<file path="config.mk">
export PLATFORM = sky130hd
export DESIGN_NAME = pg_perm_check
export DESIGN_NICKNAME = d
export VERILOG_FILES = /design/src/rtl/pg_perm_check.sv
export SDC_FILE = /design/constraint.sdc
export NUM_CORES = 1
export LEC_CHECK = 0
export CORE_MARGIN = 8
export CORE_UTILIZATION = 40
export DETAILED_ROUTE_END_ITERATION = 10
export DONT_BUFFER_PORTS = 1
export SETUP_SLACK_MARGIN = 0.2
export SYNTH_ARGS = -nofsm -noshare
export SYNTH_HDL_FRONTEND = slang
export SYNTH_SLANG_ARGS = --single-unit
export TNS_END_PERCENT = 20
</file>
<file path="constraint.sdc">
create_clock -name clk -period 1.81 [get_ports clk]
set_input_delay 0.0905 -clock clk [delete_from_list [all_inputs] [get_ports clk]]
set_output_delay 0.0905 -clock clk [all_outputs]
set_load 0.05 [all_outputs]
</file>
<file path="src/rtl/pg_perm_check.sv">
module pg_perm_check #(
  parameter int KEY_W = 4
) (
  input  logic                  clk,
  input  logic                  rst_n,
  input  logic                  req_valid,
  input  logic [1:0]            acc_kind,
  input  logic [1:0]            walk_stat,
  input  logic                  priv_user,
  input  logic                  sup_no_udata,
  input  logic                  pte_user,
  input  logic                  pte_rw,
  input  logic                  pte_nx,
  input  logic [KEY_W-1:0]      pte_key,
  input  logic                  md_wp,
  input  logic                  md_nxe,
  input  logic                  md_smep,
  input  logic                  key_user_en,
  input  logic                  key_sup_en,
  input  logic [(2<<KEY_W)-1:0] user_rights,
  input  logic [(2<<KEY_W)-1:0] sup_rights,
  output logic                  rsp_valid,
  output logic                  perm_r,
  output logic                  perm_w,
  output logic                  perm_x,
  output logic                  fault,
  output logic [5:0]            err_code
);
  localparam int RIGHTS_W = 2 << KEY_W;
  localparam int EB_P = 0, EB_W = 1, EB_U = 2, EB_RSVD = 3, EB_ID = 4, EB_PK = 5;

  logic is_store, is_fetch, is_load;
  assign is_store = (acc_kind == 2'd1);
  assign is_fetch = (acc_kind == 2'd2);
  assign is_load  = !is_store && !is_fetch;

  logic pg_r, pg_w, pg_x;
  assign pg_r = !(!priv_user && sup_no_udata && pte_user);
  assign pg_w = pg_r && (pte_rw || (!priv_user && !md_wp));
  assign pg_x = !pte_nx && (priv_user || !(md_smep && pte_user));

  logic [RIGHTS_W-1:0] rights;
  always_comb begin
    rights = '0;
    if (pte_user && key_user_en) rights = user_rights;
    else if (!pte_user && key_sup_en) rights = sup_rights;
  end

  logic key_on, k_ad, k_wd, k_r, k_w;
  assign key_on = |rights;
  assign k_ad   = rights[{pte_key, 1'b0}];
  assign k_wd   = rights[{pte_key, 1'b1}];
  assign k_r    = !key_on || !k_ad;
  assign k_w    = !key_on || (!k_ad && !(k_wd && (priv_user || md_wp)));

  logic walk_np, walk_rsvd, usr_sup, key_deny, fin_deny;
  logic [2:0] fin;
  assign walk_np   = (walk_stat == 2'd1);
  assign walk_rsvd = walk_stat[1];
  assign usr_sup   = priv_user && !pte_user;
  assign fin       = {pg_r && k_r, pg_w && k_w, pg_x};
  assign key_deny  = (is_load && !k_r) || (is_store && !k_w);
  assign fin_deny  = (is_load && !fin[2]) || (is_store && !fin[1]) || (is_fetch && !fin[0]);

  logic n_fault;
  logic [5:0] base, n_err;
  always_comb begin
    base = '0;
    if (walk_np)        base = '0;
    else if (walk_rsvd) base[EB_RSVD] = 1'b1;
    else if (usr_sup)   base[EB_P] = 1'b1;
    else if (key_deny) begin
      base[EB_PK] = 1'b1;
      base[EB_P]  = 1'b1;
    end else if (fin_deny) base[EB_P] = 1'b1;
  end

  assign n_fault = walk_np || walk_rsvd || usr_sup || key_deny || fin_deny;

  always_comb begin
    n_err = '0;
    if (n_fault) begin
      n_err = base;
      n_err[EB_U]  = priv_user;
      n_err[EB_W]  = is_store;
      n_err[EB_ID] = is_fetch && (md_nxe || md_smep);
    end
  end

  logic blank;
  assign blank = walk_np || walk_rsvd || usr_sup;

  always_ff @(posedge clk) begin
    if (!rst_n) begin
      rsp_valid <= 1'b0;
      perm_r    <= 1'b0;
      perm_w    <= 1'b0;
      perm_x    <= 1'b0;
      fault     <= 1'b0;
      err_code  <= '0;
    end else begin
      rsp_valid <= req_valid;
      if (req_valid) begin
        {perm_r, perm_w, perm_x} <= blank ? 3'b000 : fin;
        fault    <= n_fault;
        err_code <= n_err;
      end
    end
  end

  a_r9_no_key_fault_on_fetch: assert property (@(posedge clk) disable iff (!rst_n)
    (rsp_valid && err_code[EB_PK]) |-> ($past(acc_kind) != 2'd2));

  a_r9_key_fault_sets_p: assert property (@(posedge clk) disable iff (!rst_n)
    (rsp_valid && err_code[EB_PK]) |-> (fault && err_code[EB_P]));

  a_r11_quiet_code: assert property (@(posedge clk) disable iff (!rst_n)
    (rsp_valid && !fault) |-> (err_code == 6'd0));

  a_r11_granted_bit: assert property (@(posedge clk) disable iff (!rst_n)
    (rsp_valid && !fault) |->
      (($past(acc_kind) == 2'd1) ? perm_w : ($past(acc_kind) == 2'd2) ? perm_x : perm_r));

  a_r10_user_flag: assert property (@(posedge clk) disable iff (!rst_n)
    (rsp_valid && fault) |-> (err_code[EB_U] == $past(priv_user)));

  a_r2_not_present: assert property (@(posedge clk) disable iff (!rst_n)
    (rsp_valid && $past(walk_stat) == 2'd1) |->
      (fault && !err_code[EB_P] && !err_code[EB_RSVD] && !perm_r && !perm_w && !perm_x));

  a_r1_valid_follows: assert property (@(posedge clk) disable iff (!rst_n)
    $past(rst_n) |-> (rsp_valid == $past(req_valid)));
endmodule

</file>
=== Yosys cells after proc, flatten, opt, wreduce, memory -nomap -nowiden ===
Index checks and enable logic that the tools add are counted.

* Latch bits: 0
* Memories: 0
* ROM bits: 0
* Output and inout port bits: 11
* Bits in registers: 11
* Input port bits: 85
* Word-level logic and storage cells: 80
* Bits in writable memories: 0

* Divide/modulo/power cells: 0
* Bitwise logic cells: 0
* Shifts and indexed selects: 0
* Add/sub/neg operators: 0
* Reductions and logical operators: 50
* $lt $le $gt $ge: 2
* Multiplexer cells: 19
* Multiply operators: 0
* Equality and inequality tests: 3

{| class="wikitable"
|+ Operators with widths
! kind !! number
|-
| 32-bit 2-to-1 mux || 2
|-
| 32-bit OR reduction || 1
|-
| 1-bit logical AND || 20
|-
| 1-bit zero test || 16
|-
| 1-bit logical OR || 13
|-
| 1-bit 2-to-1 mux || 13
|-
| 5-bit by 6-bit less-than comparator with 1-bit output, second input constant || 2
|-
| 1-bit binary-select mux with 4-bit select || 2
|-
| 6-bit 2-to-1 mux || 1
|-
| 2-bit by 1-bit equality test with 1-bit output, second input constant || 2
|-
| 3-bit 2-to-1 mux || 1
|-
| 2-bit equality test, second input constant || 1
|}

=== Longest topological paths before layout ===
* Word-level depth: 21
* Mapped depth: 9
* Depth with buffers taken out: 8

=== Worst setup path before layout ===
No wires, ideal clock.

* Path kind: input port to flip-flop
* Start: input pte_key[0]
* End: register err_code[5]
* Required time: 1.695 ns
* Library setup time: 0.115 ns
* Buffers on the path: 2
* Setup slack: 0.008 ns
* Stages: 8
* Data arrival time: 1.687 ns
* Path through: buf_6 > buf_6 > mux4_2 > and2_1 > a32oi_2 > nand3_2 > a32o_1 > o21a_1

* Longest elaborated chain between the ends: 14
* Elaborated cells on any way between the ends: 30
* Classes of those cells: mux (9); reduce/logical (21)

{| class="wikitable"
|+ Ends and longest elaborated chain
! item !! line !! source
|-
| start: declaration || 14 || <nowiki>input logic [KEY_W-1:0] pte_key,</nowiki>
|-
| 1-bit binary-select mux with 4-bit select || 52 || <nowiki>assign k_wd = rights[{pte_key, 1'b1}];</nowiki>
|-
| 1-bit 2-to-1 mux (implied by the code) || 52 ||
|-
| 1-bit logical AND || 54 || <nowiki>assign k_w = !key_on || (!k_ad && !(k_wd && (priv_user || md_wp)));</nowiki>
|-
| 1-bit zero test || 54 ||
|-
| 1-bit logical AND || 54 ||
|-
| 1-bit logical OR || 54 ||
|-
| 1-bit zero test || 62 || <nowiki>assign key_deny = (is_load && !k_r) || (is_store && !k_w);</nowiki>
|-
| 1-bit logical AND || 62 ||
|-
| 1-bit logical OR || 62 ||
|-
| 1-bit 2-to-1 mux || 72 || <nowiki>else if (key_deny) begin</nowiki>
|-
| 1-bit 2-to-1 mux || 71 || <nowiki>else if (usr_sup) base[EB_P] = 1'b1;</nowiki>
|-
| 1-bit 2-to-1 mux || 70 || <nowiki>else if (walk_rsvd) base[EB_RSVD] = 1'b1;</nowiki>
|-
| 1-bit 2-to-1 mux || 69 || <nowiki>if (walk_np) base = '0;</nowiki>
|-
| 6-bit 2-to-1 mux (*) || 82 || <nowiki>if (n_fault) begin</nowiki>
|-
| end signal: assignment || 106 || <nowiki>err_code <= n_err;</nowiki>
|-
| end: declaration || 27 || <nowiki>output logic [5:0] err_code</nowiki>
|}

Every way passes the cells marked *; elsewhere a longest branch is shown, timed or not. The select of a mux whose other input is x is not followed.
A chain may end at the register's enable or synchronous reset.

=== Worst setup path after layout ===
* Start: input key_sup_en
* End: register err_code[5]

* Longest elaborated chain between the ends: 17
* Elaborated cells on any way between the ends: 35
* Classes of those cells: mux (11); reduce/logical (24)

{| class="wikitable"
|+ Ends and longest elaborated chain
! item !! line !! source
|-
| start: declaration || 19 || <nowiki>input logic key_sup_en,</nowiki>
|-
| 1-bit logical AND (*) || 46 || <nowiki>else if (!pte_user && key_sup_en) rights = sup_rights;</nowiki>
|-
| 32-bit 2-to-1 mux (*) || 46 ||
|-
| 32-bit 2-to-1 mux (*) || 45 || <nowiki>if (pte_user && key_user_en) rights = user_rights;</nowiki>
|-
| 1-bit binary-select mux with 4-bit select || 52 ||
|-
| 1-bit 2-to-1 mux (implied by the code) || 52 ||
|-
| 1-bit logical AND || 54 ||
|-
| 1-bit zero test || 54 ||
|-
| 1-bit logical AND || 54 ||
|-
| 1-bit logical OR || 54 ||
|-
| 1-bit zero test || 62 ||
|-
| 1-bit logical AND || 62 ||
|-
| 1-bit logical OR || 62 ||
|-
| 1-bit 2-to-1 mux || 72 ||
|-
| 1-bit 2-to-1 mux || 71 ||
|-
| 1-bit 2-to-1 mux || 70 ||
|-
| 1-bit 2-to-1 mux || 69 ||
|-
| 6-bit 2-to-1 mux (*) || 82 ||
|}

Marked as above.

==> results by group <==
Run
  – Number of max-cap violations: 0

Placement
  – Placed Area: 1480 µm²
  – Placer Congestion: 0.884
  – DP Wirelength: 4040 µm
  – Port bufs: 0

Global routing
  – GR Util met1: 0.197
  – Vias in the first global route: 1518
  – Gr busiest metal: met2
  – Initial antenna violation count: 0
  – Met3 usage: 0.0822
  – Largest net degree at the start of global routing: 22
  – First-pass GRT wire length: 7560 µm
  – Global Route Usage Sum: 0.175
  – Grt ovf: 0
  – GR Layer Usage met2: 0.281

Setup path
  – R2r setup slk: 0.79 ns
  – Reg2Reg Depth: 2
  – Most used cell, CP: buf_4
  – CP max-delay cell: a221o_1
  – CP Capture Type: flop
  – RR Endpoint: err_code[5]$_SDFFE_PN0P_
  – Worst-path maximum fanout: 8
  – WS Path Type: primary input to flop
  – Critical Path AT: 1.69 ns
  – Sequence of cells on the critical path: nor2b_1, buf_4, buf_4, a221o_1, a21oi_1, or4_4, nand3_2, o211a_1, o21a_1
  – Critical path's largest stage delay: 0.34 ns
  – RR Startpoint: err_code[5]$_SDFFE_PN0P_
  – Worst Path Required: 1.99 ns
  – Critical Path Source Type: primary input

Timing
  – Final hold slack: 0.0119 ns
  – Tcrit/Tclk final: 0.833
  – Final hold vios: 0
  – Least-Margin Pin Slew: 0.531 ns
  – Endpoints failing setup: 0
  – Rel. slew slack: 0.646
  – RSZ-0062 raised after global routing: false
  – Final setup TNS: 0 ns
  – Final Skew: 0 ns
  – Tmin final: 1.51 ns
  – Slew Limit Fails: 0
  – Max Freq: 0.664 GHz

Clock tree
  – CTS sink count: 11
  – Worst-path clk slew: 0.08 ns
  – Setup bufs post-CTS: 0
  – Clock Tree Root: clkbuf_4
  – H-tree levels: 1
  – Clock latency on the worst-skew pair: 0.29 ns
  – Clk buf depth: 2
  – CTS buffer count: 3
  – CTS tree: built

Run status
  – Status: finished clean

Layout
  – # diodes: 0
  – Fin area: 1590 µm²
  – Nets@finish: 268
  – Most frequent cells in the layout: buf_4, a211oi_1, dfxtp_1
  – Most common cell after layout, fill and taps aside: buf_4
  – Share of cells above drive strength 1: 0.244
  – Final core occ: 0.483
  – P&R area growth vs syn: 17.0%

Floorplanning
  – Die height: 74.2 µm
  – FP Rows: 21
  – Die area: 5510 µm²
  – Die X: 74.2 µm
  – I/O pins: 96
  – Initial Util: 0.413
  – Area of the core: 3280 µm²

Routing
  – Initial DRC Count: 65
  – DR vias: 1460
  – Remaining DRCs: 0
  – Final ANT Viol Nets: 0
  – DR WL/cell: 21.6 µm
  – Final WL: 4890 µm
  – Via density: 6.46
  – Drt first pass iters: 4

Pwr
  – Pleak: 0.601 nW
  – Worst VDD drop: 0.000443 V
  – Pwr/cell area: 453 nW/µm²

Logic synthesis
  – Yosys warns: 0
  – Leading area contributor after synthesis: dfxtp_1
  – Register area share after synthesis: 0.162
  – Post-Syn Area: 1360 µm²
  – Post-Synthesis Cells: 165
  – Asr flop ratio synth: 0
  – Predominant post-synthesis flop cell: dfxtp_1
  – Post-Syn Area per Cell: 8.22 µm²
  – EDFF count, synth: 0
  – Synth unique cells: 48
  – Top post-synthesis cells by area: dfxtp_1, a211oi_1, mux4_2
  – Yosys top cell area share: 0.162
  – Yosys reg bits: 11
  – Synthesized Nets: 252

Min path
  – Hold Crit Class: primary input to flop
  – Worst Hold Depth: 2
  – Hold Path Sink: fault$_SDFFE_PN0P_
  – Hold_sp: req_valid
==> kinds of logic (layout without fill, tap and decap cells) <==
family | count (synthesis) | count (layout) | share of synthesized area
muxes | 13 | 13 | 0.135
AOI/OAI and AO/OA | 64 | 64 | 0.360
DFF | 11 | 11 | 0.162
and+or+nand+nor | 54 | 54 | 0.234
adders and majority gates | 2 | 2 | 0.0184
buffers and inverters | 21 | 36 | 0.0904
==> worst max-delay path by stage <==
stage                      from                       end  slack (ns)  cells past startpoint
finish               key_sup_en  err_code[5]$_SDFFE_PN0P_        0.30                      9
CTS                 key_user_en  err_code[1]$_SDFFE_PN0P_        0.25                     10
floorplan            pte_key[0]  err_code[5]$_SDFFE_PN0P_        0.05                      8
global placement     key_sup_en       perm_w$_SDFFE_PN0P_       -0.04                      9
global route        key_user_en        fault$_SDFFE_PN0P_        0.20                     10
detailed placement  key_user_en  err_code[4]$_SDFFE_PN0P_       -0.06                     10
==> synth_stat cells, types with 5 or more instances <==
library cell	instances
nor2_1	6
nand2_1	8
dfxtp_1	11
mux2i_1	7
a211oi_1	14
nor2b_1	5
a21oi_1	10
nand2b_1	6
and2_1	7
buf_2	5
inv_1	8
==> per-stage QoR <==
stage / total power [mW] / setup WS (ns) / cells
2_1_floorplan: 0.491 / 0.0453 / 165
3_3_place_gp: 0.517 / -0.0441 / 219
3_5_place_dp: 0.522 / -0.0585 / 219
4_1_cts: 0.710 / 0.250 / 226
5_1_grt: 0.754 / 0.198 / 226
6_report: 0.718 / 0.303 / 226
==> worst max-delay path, delay by kind of cell <==
family / cells / cell delay (ns)
AO/OA/AOI/OAI: 4 / 0.90
buffers and inverters: 2 / 0.31
AND/OR/NAND/NOR: 3 / 0.39
==> layout make-up <==
class	instances	area, µm²
Fill cell	342	1700
Multi-Input combinational cell	133	1060
Sequential cell	11	220
Timing Repair Buffer	24	188
Tap cell	46	57.6
Inverter	8	30.0
Clock buffer	3	22.5
Clock inverter	1	5.00
==> registers in the layout, indices dropped and copies added, names as in the netlist <==
signal and cells:
perm_x 1, fault 1, perm_r 1, perm_w 1, rsp_valid 1, err_code 6
==> layer usage <==
| metal | wire length [µm] | vias up |
|---|---|---|
| li1 | - | 688 |
| met1 | 2000 | 685 |
| met2 | 2210 | 78 |
| met5 | 0 | - |
| met3 | 589 | 9 |
| met4 | 87 | 0 |
==> power breakdown <==
group / internal [mW] / leakage, nW / switching (mW)
combinational: 0.131 / 0.493 / 0.136
sequential: 0.252 / 0.0899 / 0.0175
clock: 0.0823 / 0.0177 / 0.0995
total: 0.465 / 0.601 / 0.253
==> what timing repair did <==
item                                    in CTS  in global routing
hold buffers                                 3                  0
endpoints found under the hold margin       11                  0
resized for setup                            0                 11
endpoints found under the setup margin       0                  8
(Power assumes the default switching activity.)
